File: config.mk
export PLATFORM = sky130hd
export DESIGN_NAME = vec_unroller
export DESIGN_NICKNAME = d
export VERILOG_FILES = /design/src/rtl/vunroll_pkg.sv /design/src/rtl/vunroll_tags.sv /design/src/rtl/vunroll_lane.sv /design/src/rtl/vunroll_seq.sv /design/src/rtl/vec_unroller.sv
export SDC_FILE = /design/constraint.sdc
export NUM_CORES = 1
export LEC_CHECK = 0
export ABC_AREA = 1
export BUFFER_PORTS_ARGS = -buffer_cell sky130_fd_sc_hd__buf_2
export CORE_ASPECT_RATIO = 2
export CORE_MARGIN = 1.5
export CORE_UTILIZATION = 55
export CTS_BUF_LIST = sky130_fd_sc_hd__clkbuf_8
export CTS_CLUSTER_DIAMETER = 200
export CTS_CLUSTER_SIZE = 28
export DETAILED_ROUTE_END_ITERATION = 10
export PLACE_DENSITY = 0.75
export SYNTH_ARGS = -nofsm -noshare
export SYNTH_HDL_FRONTEND = slang
export SYNTH_SLANG_ARGS = --single-unit
File: constraint.sdc
create_clock -name clk -period 8.55 [get_ports clk]
set_input_delay 1.71 -clock clk [delete_from_list [all_inputs] [get_ports clk]]
set_output_delay 1.71 -clock clk [all_outputs]
set_load 0.05 [all_outputs]
File: src/rtl/vunroll_pkg.sv
package vunroll_pkg;

  // Per-register tag: vector flag and 32-bit element override.
  typedef struct packed {
    logic vec;
    logic w32;
  } reg_tag_t;

  // Register offset from the base for element e of one operand.
  function automatic logic [7:0] elem_step(input logic [7:0] e,
                                           input logic vec,
                                           input logic w32);
    if (!vec)      return 8'd0;
    else if (w32)  return e >> 1;
    else           return e;
  endfunction

endpackage

File: src/rtl/vunroll_tags.sv
module vunroll_tags
  import vunroll_pkg::*;
#(
  parameter int NREG  = 32,
  parameter int NRD   = 3,
  localparam int IDX_W = $clog2(NREG)
) (
  input  logic             clk,
  input  logic             rst_n,
  input  logic             we,
  input  logic [IDX_W-1:0] widx,
  input  reg_tag_t         wtag,
  input  logic [IDX_W-1:0] ridx [NRD],
  output reg_tag_t         rtag [NRD]
);

  reg_tag_t table_q [NREG];

  always_ff @(posedge clk) begin
    if (!rst_n) begin
      for (int i = 0; i < NREG; i++) table_q[i] <= '0;
    end else if (we) begin
      table_q[widx] <= wtag;
    end
  end

  for (genvar p = 0; p < NRD; p++) begin : g_rd
    assign rtag[p] = table_q[ridx[p]];
  end

endmodule

File: src/rtl/vunroll_lane.sv
module vunroll_lane
  import vunroll_pkg::*;
#(
  parameter int IDX_W  = 5,
  parameter int EIDX_W = 3
) (
  input  logic [IDX_W-1:0]  base,
  input  reg_tag_t          tag,
  input  logic [EIDX_W-1:0] elem,
  output logic [IDX_W-1:0]  phys,
  output logic              hi,
  output logic              w32
);

  always_comb begin
    phys = base + IDX_W'(elem_step(8'(elem), tag.vec, tag.w32));
    hi   = tag.vec & tag.w32 & elem[0];
    w32  = tag.w32;
  end

endmodule

File: src/rtl/vunroll_seq.sv
module vunroll_seq #(
  parameter int CNT_W  = 4,
  parameter int EIDX_W = 3
) (
  input  logic              clk,
  input  logic              rst_n,
  input  logic              start,
  input  logic [CNT_W-1:0]  count,
  input  logic              take,
  output logic              busy,
  output logic [EIDX_W-1:0] elem,
  output logic              last
);

  logic [CNT_W-1:0] total_q;

  assign last = (CNT_W'(elem) + 1'b1) == total_q;

  always_ff @(posedge clk) begin
    if (!rst_n) begin
      busy    <= 1'b0;
      elem    <= '0;
      total_q <= '0;
    end else if (start) begin
      busy    <= (count != '0);
      elem    <= '0;
      total_q <= count;
    end else if (busy && take) begin
      if (last) busy <= 1'b0;
      else      elem <= elem + 1'b1;
    end
  end

endmodule

File: src/rtl/vec_unroller.sv
module vec_unroller
  import vunroll_pkg::*;
#(
  parameter int NREG  = 32,
  parameter int MAXVL = 8,
  parameter int REQ_W = 8,
  localparam int IDX_W  = $clog2(NREG),
  localparam int CNT_W  = $clog2(MAXVL + 1),
  localparam int EIDX_W = $clog2(MAXVL),
  localparam int SUM_W  = IDX_W + 8
) (
  input  logic              clk,
  input  logic              rst_n,
  input  logic              tag_we,
  input  logic [IDX_W-1:0]  tag_idx,
  input  logic              tag_vec,
  input  logic              tag_w32,
  input  logic              in_valid,
  output logic              in_ready,
  input  logic              in_setvl,
  input  logic [REQ_W-1:0]  in_req,
  input  logic [IDX_W-1:0]  in_rd,
  input  logic [IDX_W-1:0]  in_rs1,
  input  logic [IDX_W-1:0]  in_rs2,
  output logic              out_valid,
  input  logic              out_ready,
  output logic              out_setvl,
  output logic [CNT_W-1:0]  out_vl,
  output logic [EIDX_W-1:0] out_elem,
  output logic              out_last,
  output logic [IDX_W-1:0]  out_rd,
  output logic              out_rd_hi,
  output logic              out_rd_w32,
  output logic [IDX_W-1:0]  out_rs1,
  output logic              out_rs1_hi,
  output logic              out_rs1_w32,
  output logic [IDX_W-1:0]  out_rs2,
  output logic              out_rs2_hi,
  output logic              out_rs2_w32,
  output logic              err_illegal,
  output logic [CNT_W-1:0]  vl
);

  localparam int NOP = 3;  // operand slots: 0 = rd, 1 = rs1, 2 = rs2

  logic [IDX_W-1:0] base_in [NOP];
  reg_tag_t         tag_in  [NOP];
  logic [IDX_W-1:0] base_q  [NOP];
  reg_tag_t         tag_q   [NOP];
  logic [IDX_W-1:0] phys    [NOP];
  logic             hi      [NOP];
  logic             w32     [NOP];
  logic [NOP-1:0]   ovf;

  logic             busy, fire_in, any_vec, illegal, setvl_q, err_q;
  logic [CNT_W-1:0] vl_q, new_vl, count;

  always_comb begin
    base_in[0] = in_rd;
    base_in[1] = in_rs1;
    base_in[2] = in_rs2;
  end

  vunroll_tags #(.NREG(NREG), .NRD(NOP)) u_tags (
    .clk  (clk),
    .rst_n(rst_n),
    .we   (tag_we),
    .widx (tag_idx),
    .wtag ({tag_vec, tag_w32}),
    .ridx (base_in),
    .rtag (tag_in)
  );

  // Range check on the last element of each vector operand.
  for (genvar p = 0; p < NOP; p++) begin : g_chk
    logic [SUM_W-1:0] last_idx;
    assign last_idx = SUM_W'(base_in[p])
                    + SUM_W'(elem_step(8'(vl_q - 1'b1), tag_in[p].vec, tag_in[p].w32));
    assign ovf[p] = tag_in[p].vec && (last_idx > SUM_W'(NREG - 1));
  end

  assign in_ready = !busy;
  assign fire_in  = in_valid && in_ready;
  assign any_vec  = tag_in[0].vec | tag_in[1].vec | tag_in[2].vec;
  assign illegal  = any_vec && (vl_q != '0) && (|ovf);
  assign new_vl   = (in_req > REQ_W'(MAXVL)) ? CNT_W'(MAXVL) : CNT_W'(in_req);

  always_comb begin
    if (in_setvl)     count = CNT_W'(1);
    else if (illegal) count = '0;
    else if (any_vec) count = vl_q;
    else              count = CNT_W'(1);
  end

  always_ff @(posedge clk) begin
    if (!rst_n) begin
      vl_q    <= '0;
      setvl_q <= 1'b0;
      err_q   <= 1'b0;
      for (int p = 0; p < NOP; p++) begin
        base_q[p] <= '0;
        tag_q[p]  <= '0;
      end
    end else begin
      err_q <= fire_in && !in_setvl && illegal;
      if (fire_in) begin
        setvl_q <= in_setvl;
        if (in_setvl) vl_q <= new_vl;
        for (int p = 0; p < NOP; p++) begin
          base_q[p] <= base_in[p];
          tag_q[p]  <= in_setvl ? reg_tag_t'('0) : tag_in[p];
        end
      end
    end
  end

  vunroll_seq #(.CNT_W(CNT_W), .EIDX_W(EIDX_W)) u_seq (
    .clk  (clk),
    .rst_n(rst_n),
    .start(fire_in),
    .count(count),
    .take (out_ready),
    .busy (busy),
    .elem (out_elem),
    .last (out_last)
  );

  for (genvar p = 0; p < NOP; p++) begin : g_lane
    vunroll_lane #(.IDX_W(IDX_W), .EIDX_W(EIDX_W)) u_lane (
      .base(base_q[p]),
      .tag (tag_q[p]),
      .elem(out_elem),
      .phys(phys[p]),
      .hi  (hi[p]),
      .w32 (w32[p])
    );
  end

  assign out_valid   = busy;
  assign out_setvl   = setvl_q;
  assign out_vl      = vl_q;
  assign out_rd      = phys[0];
  assign out_rd_hi   = hi[0];
  assign out_rd_w32  = w32[0];
  assign out_rs1     = phys[1];
  assign out_rs1_hi  = hi[1];
  assign out_rs1_w32 = w32[1];
  assign out_rs2     = phys[2];
  assign out_rs2_hi  = hi[2];
  assign out_rs2_w32 = w32[2];
  assign err_illegal = err_q;
  assign vl          = vl_q;

endmodule

==> impl_metrics.ini, run 1 <==
[outcome]
status = finished, final reports clean

[clock_tree]
worst_skew_pair.late_latency_ps = 380
path_clk_slew_ps = 110
cts_htree_levels = 3
postCtsSetupRepairBufs = 0
cts_resized = 0
cts_hold_buf = 0
ctsLongestPathBuffers = 2
cts_root_buf = clkbuf_8
cts_tree = built
cts_inserted_buffers = 9
clock_sinks = 99

[yosys]
synth_common_cells = nand2_1 (238), nor2_1 (159), nand3_1 (109)
syn_inst = 952
synth-seq-cells = 99
synth.distinct_cells = 32
synthMuxAreaShare_pct = 0
synth-simple-area-share_pct = 31.2
synth_area_leaders = edfxtp_1 (36%), nand2_1 (12%), nor2_1 (8.3%), nand3_1 (7.6%), ha_1 (5.2%)
synth_area_leader_cell = edfxtp_1
synth_ff_type = edfxtp_1
synth.top_cell.area_share_pct = 35.7
synthAdderAreaFrac_pct = 6.92
synth_fp_nets = 1024
seq_area_frac_synth_pct = 39.6
synthesis.area_um2 = 7160
synth_xor_area_share_pct = 1.84
async_reset_ff_share_pct = 0
synth.most_common_cell = nand2_1
syn_area_per_cell_um2 = 7.52
synth_edf_count = 85
synth_top_family_by_area = simple AND/OR/NAND/NOR gates
ys_warn_count = 0
synth_compound_area_share_pct = 10.9

[worst_setup_path]
slowest_stage = buf_2
required_ps = 8840
r2r_cells = 22
slowest_delay_ps = 530
worstPathArrival_ps = 5270
crit_top_cell = nand2_1
path_class = input port to flip-flop
rr_startpoint = u_tags.table_q[13][0]
path_buf_inv = 4
endpoint_kind = flip-flop
r2r-end = u_seq.busy
regToRegSetupSlack_ps = 5230
crit_fanout = 35
crit_family = simple AND/OR/NAND/NOR gates
path_cells = buf_2 > inv_4 > nor2_1 > nor2_1 > a21oi_1 > a21oi_1 > o21ai_1 > nand3_1 > nand2_2 > inv_2 > a211oi_1 > ha_1 > inv_1 > fa_1 > o22ai_1 > nand3_1 > nand2_1 > nand3_1 > nand3_1 > nand2_1 > nand2_1 > nand2_1 > nor2_1 > nand2_1
critPathLaunchType = input port

[power]
power_switching_uw = 479
intPower_uw = 771
netSwitchingFraction_pct = 38.3
leakage_nw = 3.38
power_frac_clock_pct = 23.7
total_power_mw = 1.25
power-per-cell-area_nw_per_um2 = 166
p_seq_share_pct = 47.2
peakVddDrop_uv = 101
combPwrFrac_pct = 29.1

[hold_path]
worstHoldPathCells = 2
hp-start = out_setvl
holdPathEnd = out_setvl
hp-class = flip-flop to flip-flop

[flow_run]
drv_cap = 0

[global_routing]
grt_pass1_wl_um = 31600
use_met1_pct = 29.7
antenna_found_initial = 0
grt_overflow_total = 0
top_usage_layer = met2
grt_use_met2_pct = 54.7
first_global_vias = 6440
grt.total_usage_pct = 29.3
met3_usage_pct = 4.07
grt_max_degree = 37

[timing]
setup_tns_ps = 0
slew_viol_final = 0
rsz0062_at_grt = no
slew_headroom_pct = 28.0
setup_viol = 0
hold_violations = 0
tightest_slew_ps = 1080
fin_crit_ps = 4990
finClkSkew_ps = 14.0
period_share_pct = 58.3
max_freq_mhz = 201

[placed_design]
post_dp_cell_area_um2 = 7340
gp_congestion = 0.995
dpl.hpwl_um = 15200
port_buffers = 72

[floorplanning]
core-area_um2 = 12600
io_pins = 73
rows = 58
initial_core_util_pct = 56.7
die_w_um = 83.7
die-area_um2 = 13800
die_y_um = 164

[finish]
nets = 1060
fin_util_pct = 59.6
area_delta_synth_final_pct = 5.12
design_area_um2 = 7530
antenna_cells = 0
drive_above_1_share_pct = 11.2

[drt]
num_vias = 6710
first_iter_violations = 377
routed_wl_um = 20000
drc = 0
avgViaCountPerCell = 5.87
wl_per_cell_um = 17.5
antenna_left = 0
first_pass_iters = 5
[worst register-to-register path: stages, from the launching register on]
cell and delay [ps]:
edfxtp_1 480, nand2_1 100, o21ai_0 80, a21oi_1 240
a21oi_1 90, o21ai_1 100, nand3_1 130, nand2_2 150
inv_2 60, a211oi_1 220, ha_1 210, inv_1 50
fa_1 360, o22ai_1 170, nand3_1 80, nand2_1 80
nand3_1 120, nand3_1 100, nand2_1 110, nand2_1 110
nand2_1 60, nor2_1 80, nand2_1 50
[routing by layer]
| layer | part of all wire (%) | vias to the layer above | wire length (um) |
|---|---|---|---|
| met1 | 35 | 3038 | 6970 |
| met2 | 53 | 301 | 10500 |
| li1 | - | 3253 | - |
| met4 | 7.0 | 0 | 1400 |
| met5 | 0 | - | 0 |
| met3 | 5.3 | 118 | 1070 |
[cell families (layout without fill, tap and decap cells)]
family,count (synthesis),after routing
fa+ha+maj,36,36
buf+inv,127,168
compound gates,136,136
flops,99,99
xor+xnor,15,15
simple gates,539,539
[cell usage in the layout (no fill, tap or decap), types with 3 or more instances in the layout]
cell type and instances:
inv_2 4, ha_1 30, a21o_1 3, nand2_1 238, xnor2_1 6, clkbuf_8 9, inv_6 3, nor3_1 20
o21ai_1 21, buf_2 72, fa_1 6, xor2_1 9, o221ai_1 16, inv_1 67, edfxtp_1 85, a211oi_1 7
nand3_2 5, nor2_1 159, nand2_2 6, a21oi_1 31, dfxtp_1 14, nand3_1 109, inv_4 6, o21ai_0 49
o22ai_1 7
[sequential cells by signal, summed over array words and instances, names as in the netlist]
| name | cells |
|---|---|
| u_tags.table_q | 64 |
| u_seq.total_q | 4 |
| out_setvl | 1 |
| base_q | 15 |
| tag_q | 6 |
| u_seq.busy | 1 |
| err_illegal | 1 |
| u_seq.elem | 3 |
| out_vl | 4 |
[power by group through the flow]
stage / Sequential [mW] / Clock [mW] / Combinational (mW)
4_1_cts: 0.589 / 0.297 / 0.361
3_5_place_dp: 0.600 / 0 / 0.359
5_1_grt: 0.593 / 0.315 / 0.398
6_report: 0.590 / 0.297 / 0.363
3_3_place_gp: 0.599 / 0 / 0.356
2_1_floorplan: 0.607 / 0 / 0.264
[worst max path at each step]
stage	depth (start not counted)	from	endpoint
6_report	24	in_rs2[0]	u_seq.busy
4_1_cts	24	in_rs2[0]	u_seq.busy
3_3_place_gp	24	in_rs2[0]	u_seq.busy
3_5_place_dp	24	in_rs2[0]	u_seq.busy
5_1_grt	24	in_rs2[0]	u_seq.busy
2_1_floorplan	7	u_seq.elem[0]	out_rs2[4]
[area by class of cell]
type | count | area (um2)
clock buffer | 9 | 124
clock inverter | 7 | 57.6
fill | 1195 | 5100
inverter | 78 | 308
multi-input combinational | 726 | 3640
sequential | 99 | 2830
tap | 150 | 188
timing repair buffer | 74 | 375
[metrics by stage]
step	cells	worst slack (ps)	hold WS [ps]
3_3_place_gp	1127	3230	428
4_1_cts	1143	3590	453
6_report	1143	3560	450
2_1_floorplan	952	4180	443
5_1_grt	1143	3230	476
3_5_place_dp	1127	3190	430
(Power assumes the default switching activity.)
==> run 2, diff against run 1 <==
ABC_AREA = 0   (was 1)
PLACE_DENSITY = 0.78   (was 0.75)
clock period = 4.55 ns   (was 8.55 ns; I/O delays follow)
==> run 2 against run 1 <==
Against the previous run:
- design area increased by 2.9%
- sequential share of layout area down 1.1 points
- synthesized cell count is 31% lower
- critical path type unchanged
- largest cell class unchanged
==> impl_metrics.ini, run 2 <==
[yosys]
synth.distinct_cells = 58
syn_inst = 654
synth.top_cell.area_share_pct = 35.8
synth_fp_nets = 726
synth_area_leaders = edfxtp_1 (36%), mux4_2 (13%), and3_1 (6.7%), ha_1 (5.3%), nand2_1 (4.0%)
synth_ff_type = edfxtp_1
synth_edf_count = 85
async_reset_ff_share_pct = 0
synth_area_leader_cell = edfxtp_1
synth-seq-cells = 99
ys_warn_count = 0
syn_area_per_cell_um2 = 10.9
synth_common_cells = edfxtp_1 (85), and3_1 (77), nand2_1 (76)
synth.most_common_cell = edfxtp_1
seq_area_frac_synth_pct = 39.7
synthesis.area_um2 = 7140

[drt]
antenna_left = 0
drc = 0
wl_per_cell_um = 21.7
avgViaCountPerCell = 6.40
first_pass_iters = 6
routed_wl_um = 18500
first_iter_violations = 319
num_vias = 5462

[power]
power-per-cell-area_nw_per_um2 = 287
peakVddDrop_uv = 152
leakage_nw = 3.40

[finish]
antenna_cells = 0
mostFrequentLayoutCells = edfxtp_1 (85), and3_1 (77), nand2_1 (76)
design_area_um2 = 7750
area_delta_synth_final_pct = 8.50
drive_above_1_share_pct = 23.5
top_register = u_tags.table_q
largest_register_ff_count = 64
nets = 771
final_common_cell = edfxtp_1
fillers = 1034
top_regs = u_tags.table_q x64, base_q x15, tag_q x6

[timing]
hold_violations = 0
setup_viol = 0
slew_viol_final = 0
setup_tns_ps = 0
max_freq_mhz = 235
slew_headroom_pct = 34.2
period_share_pct = 93.4
finClkSkew_ps = 13.6
tightest_slew_ps = 980
fin_crit_ps = 4250
rsz0062_at_grt = no

[worst_setup_path]
worstPathArrival_ps = 4490
regToRegSetupSlack_ps = 700
endpoint_kind = flip-flop
path_class = input port to flip-flop
crit_fanout = 10
slowest_delay_ps = 560
required_ps = 4790
critPathLaunchType = input port
slowest_stage = mux4_2
crit_top_cell = mux4_2
r2r_cells = 13
path_buf_inv = 2
r2r-end = u_seq.busy
crit_family = multiplexers
rr_startpoint = u_tags.table_q[24][0]
path_cells = buf_2 > mux4_2 > mux4_2 > mux2i_4 > mux2i_1 > nand2b_1 > buf_4 > fa_1 > o22ai_1 > nand3_1 > a21o_1 > o22a_2 > a31oi_1 > o221ai_1

[placed_design]
post_dp_cell_area_um2 = 7560
dpl.hpwl_um = 14500
port_buffers = 72
gp_congestion = 0.998

[floorplanning]
die-area_um2 = 13700
io_pins = 73
initial_core_util_pct = 56.5
rows = 58
core-area_um2 = 12600
die_y_um = 164
die_w_um = 83.6

[clock_tree]
cts_htree_levels = 3
worst_skew_pair.late_latency_ps = 380
cts_inserted_buffers = 9
cts_tree = built
cts_resized = 0
cts_root_buf = clkbuf_8
clock_sinks = 99
postCtsSetupRepairBufs = 0
ctsLongestPathBuffers = 2
cts_hold_buf = 0
path_clk_slew_ps = 100

[global_routing]
grt_max_degree = 50
grt_overflow_total = 0
grt_pass1_wl_um = 29000
grt.total_usage_pct = 27.6
antenna_found_initial = 0
first_global_vias = 5580

[flow_run]
drv_cap = 0

[outcome]
status = finished, final reports clean

[hold_path]
holdPathEnd = out_setvl
hp-start = out_setvl
hp-class = flip-flop to flip-flop
worstHoldPathCells = 2
[run 2: power by group]
| group | leakage [nW] | switching (mW) | internal [mW] |
|---|---|---|---|
| clock network | 0.0941 | 0.340 | 0.210 |
| registers | 0.951 | 0.0503 | 1.04 |
| logic | 2.35 | 0.352 | 0.227 |
| total | 3.40 | 0.742 | 1.48 |
[run 2: final cells by class]
type / instances / area, um2 / share of cell area [%]
clock buffer: 9 / 124 / 1.60
multi-input combinational: 464 / 3910 / 50.4
sequential: 99 / 2830 / 36.6
inverter: 35 / 131 / 1.70
timing repair buffer: 90 / 508 / 6.56
clock inverter: 6 / 57.6 / 0.743
tap: 150 / 188 / 2.42
[run 2: worst max-delay path by stage]
stage	startpoint	end	slack [ps]	cells after the start
6_report	in_rs2[0]	u_seq.busy	300	14
5_1_grt	in_rs2[0]	u_seq.busy	120	14
3_3_place_gp	in_rs2[0]	u_seq.busy	80	14
3_5_place_dp	in_rs2[0]	u_seq.busy	-60	14
2_1_floorplan	in_rd[1]	u_seq.busy	320	16
4_1_cts	in_rs2[0]	u_seq.busy	300	14
[run 2: routing by layer]
metal | routed length (um) | vias to the layer above | global-route usage (%)
met1 | 5870 | 2632 | 25.4
met4 | 1470 | 0 | 21.3
met2 | 10400 | 249 | 53.2
met5 | 0 | - | 0
met3 | 790 | 98 | 3.62
li1 | - | 2483 | -
[run 2: cell families (layout without fill, tap and decap cells)]
group | after synthesis | count (layout) | synth area share, %
simple gates | 268 | 268 | 19.7
flops | 99 | 99 | 39.7
buf+inv | 91 | 140 | 5.70
mux | 82 | 82 | 20.5
compound gates | 62 | 62 | 5.57
fa+ha+maj | 36 | 36 | 6.94
xor+xnor | 16 | 16 | 1.96
[run 2: metrics by stage]
stage          hold slack (ps)  worst slack (ps)  power, mW  util (%)  std cells
6_report                   468               301       2.22      61.3        853
5_1_grt                    505               123       2.30      61.3        853
4_1_cts                    474               301       2.21      61.3        853
3_5_place_dp               459             -59.2       1.68      59.9        838
3_3_place_gp               454              79.0       1.66      59.9        838
2_1_floorplan              438               319       1.52         -        654
[run 2: worst min-delay path: stages, from the launching register on]
cell and delay [ps]:
dfxtp_1 320, nand2_1 50, a21boi_0 60
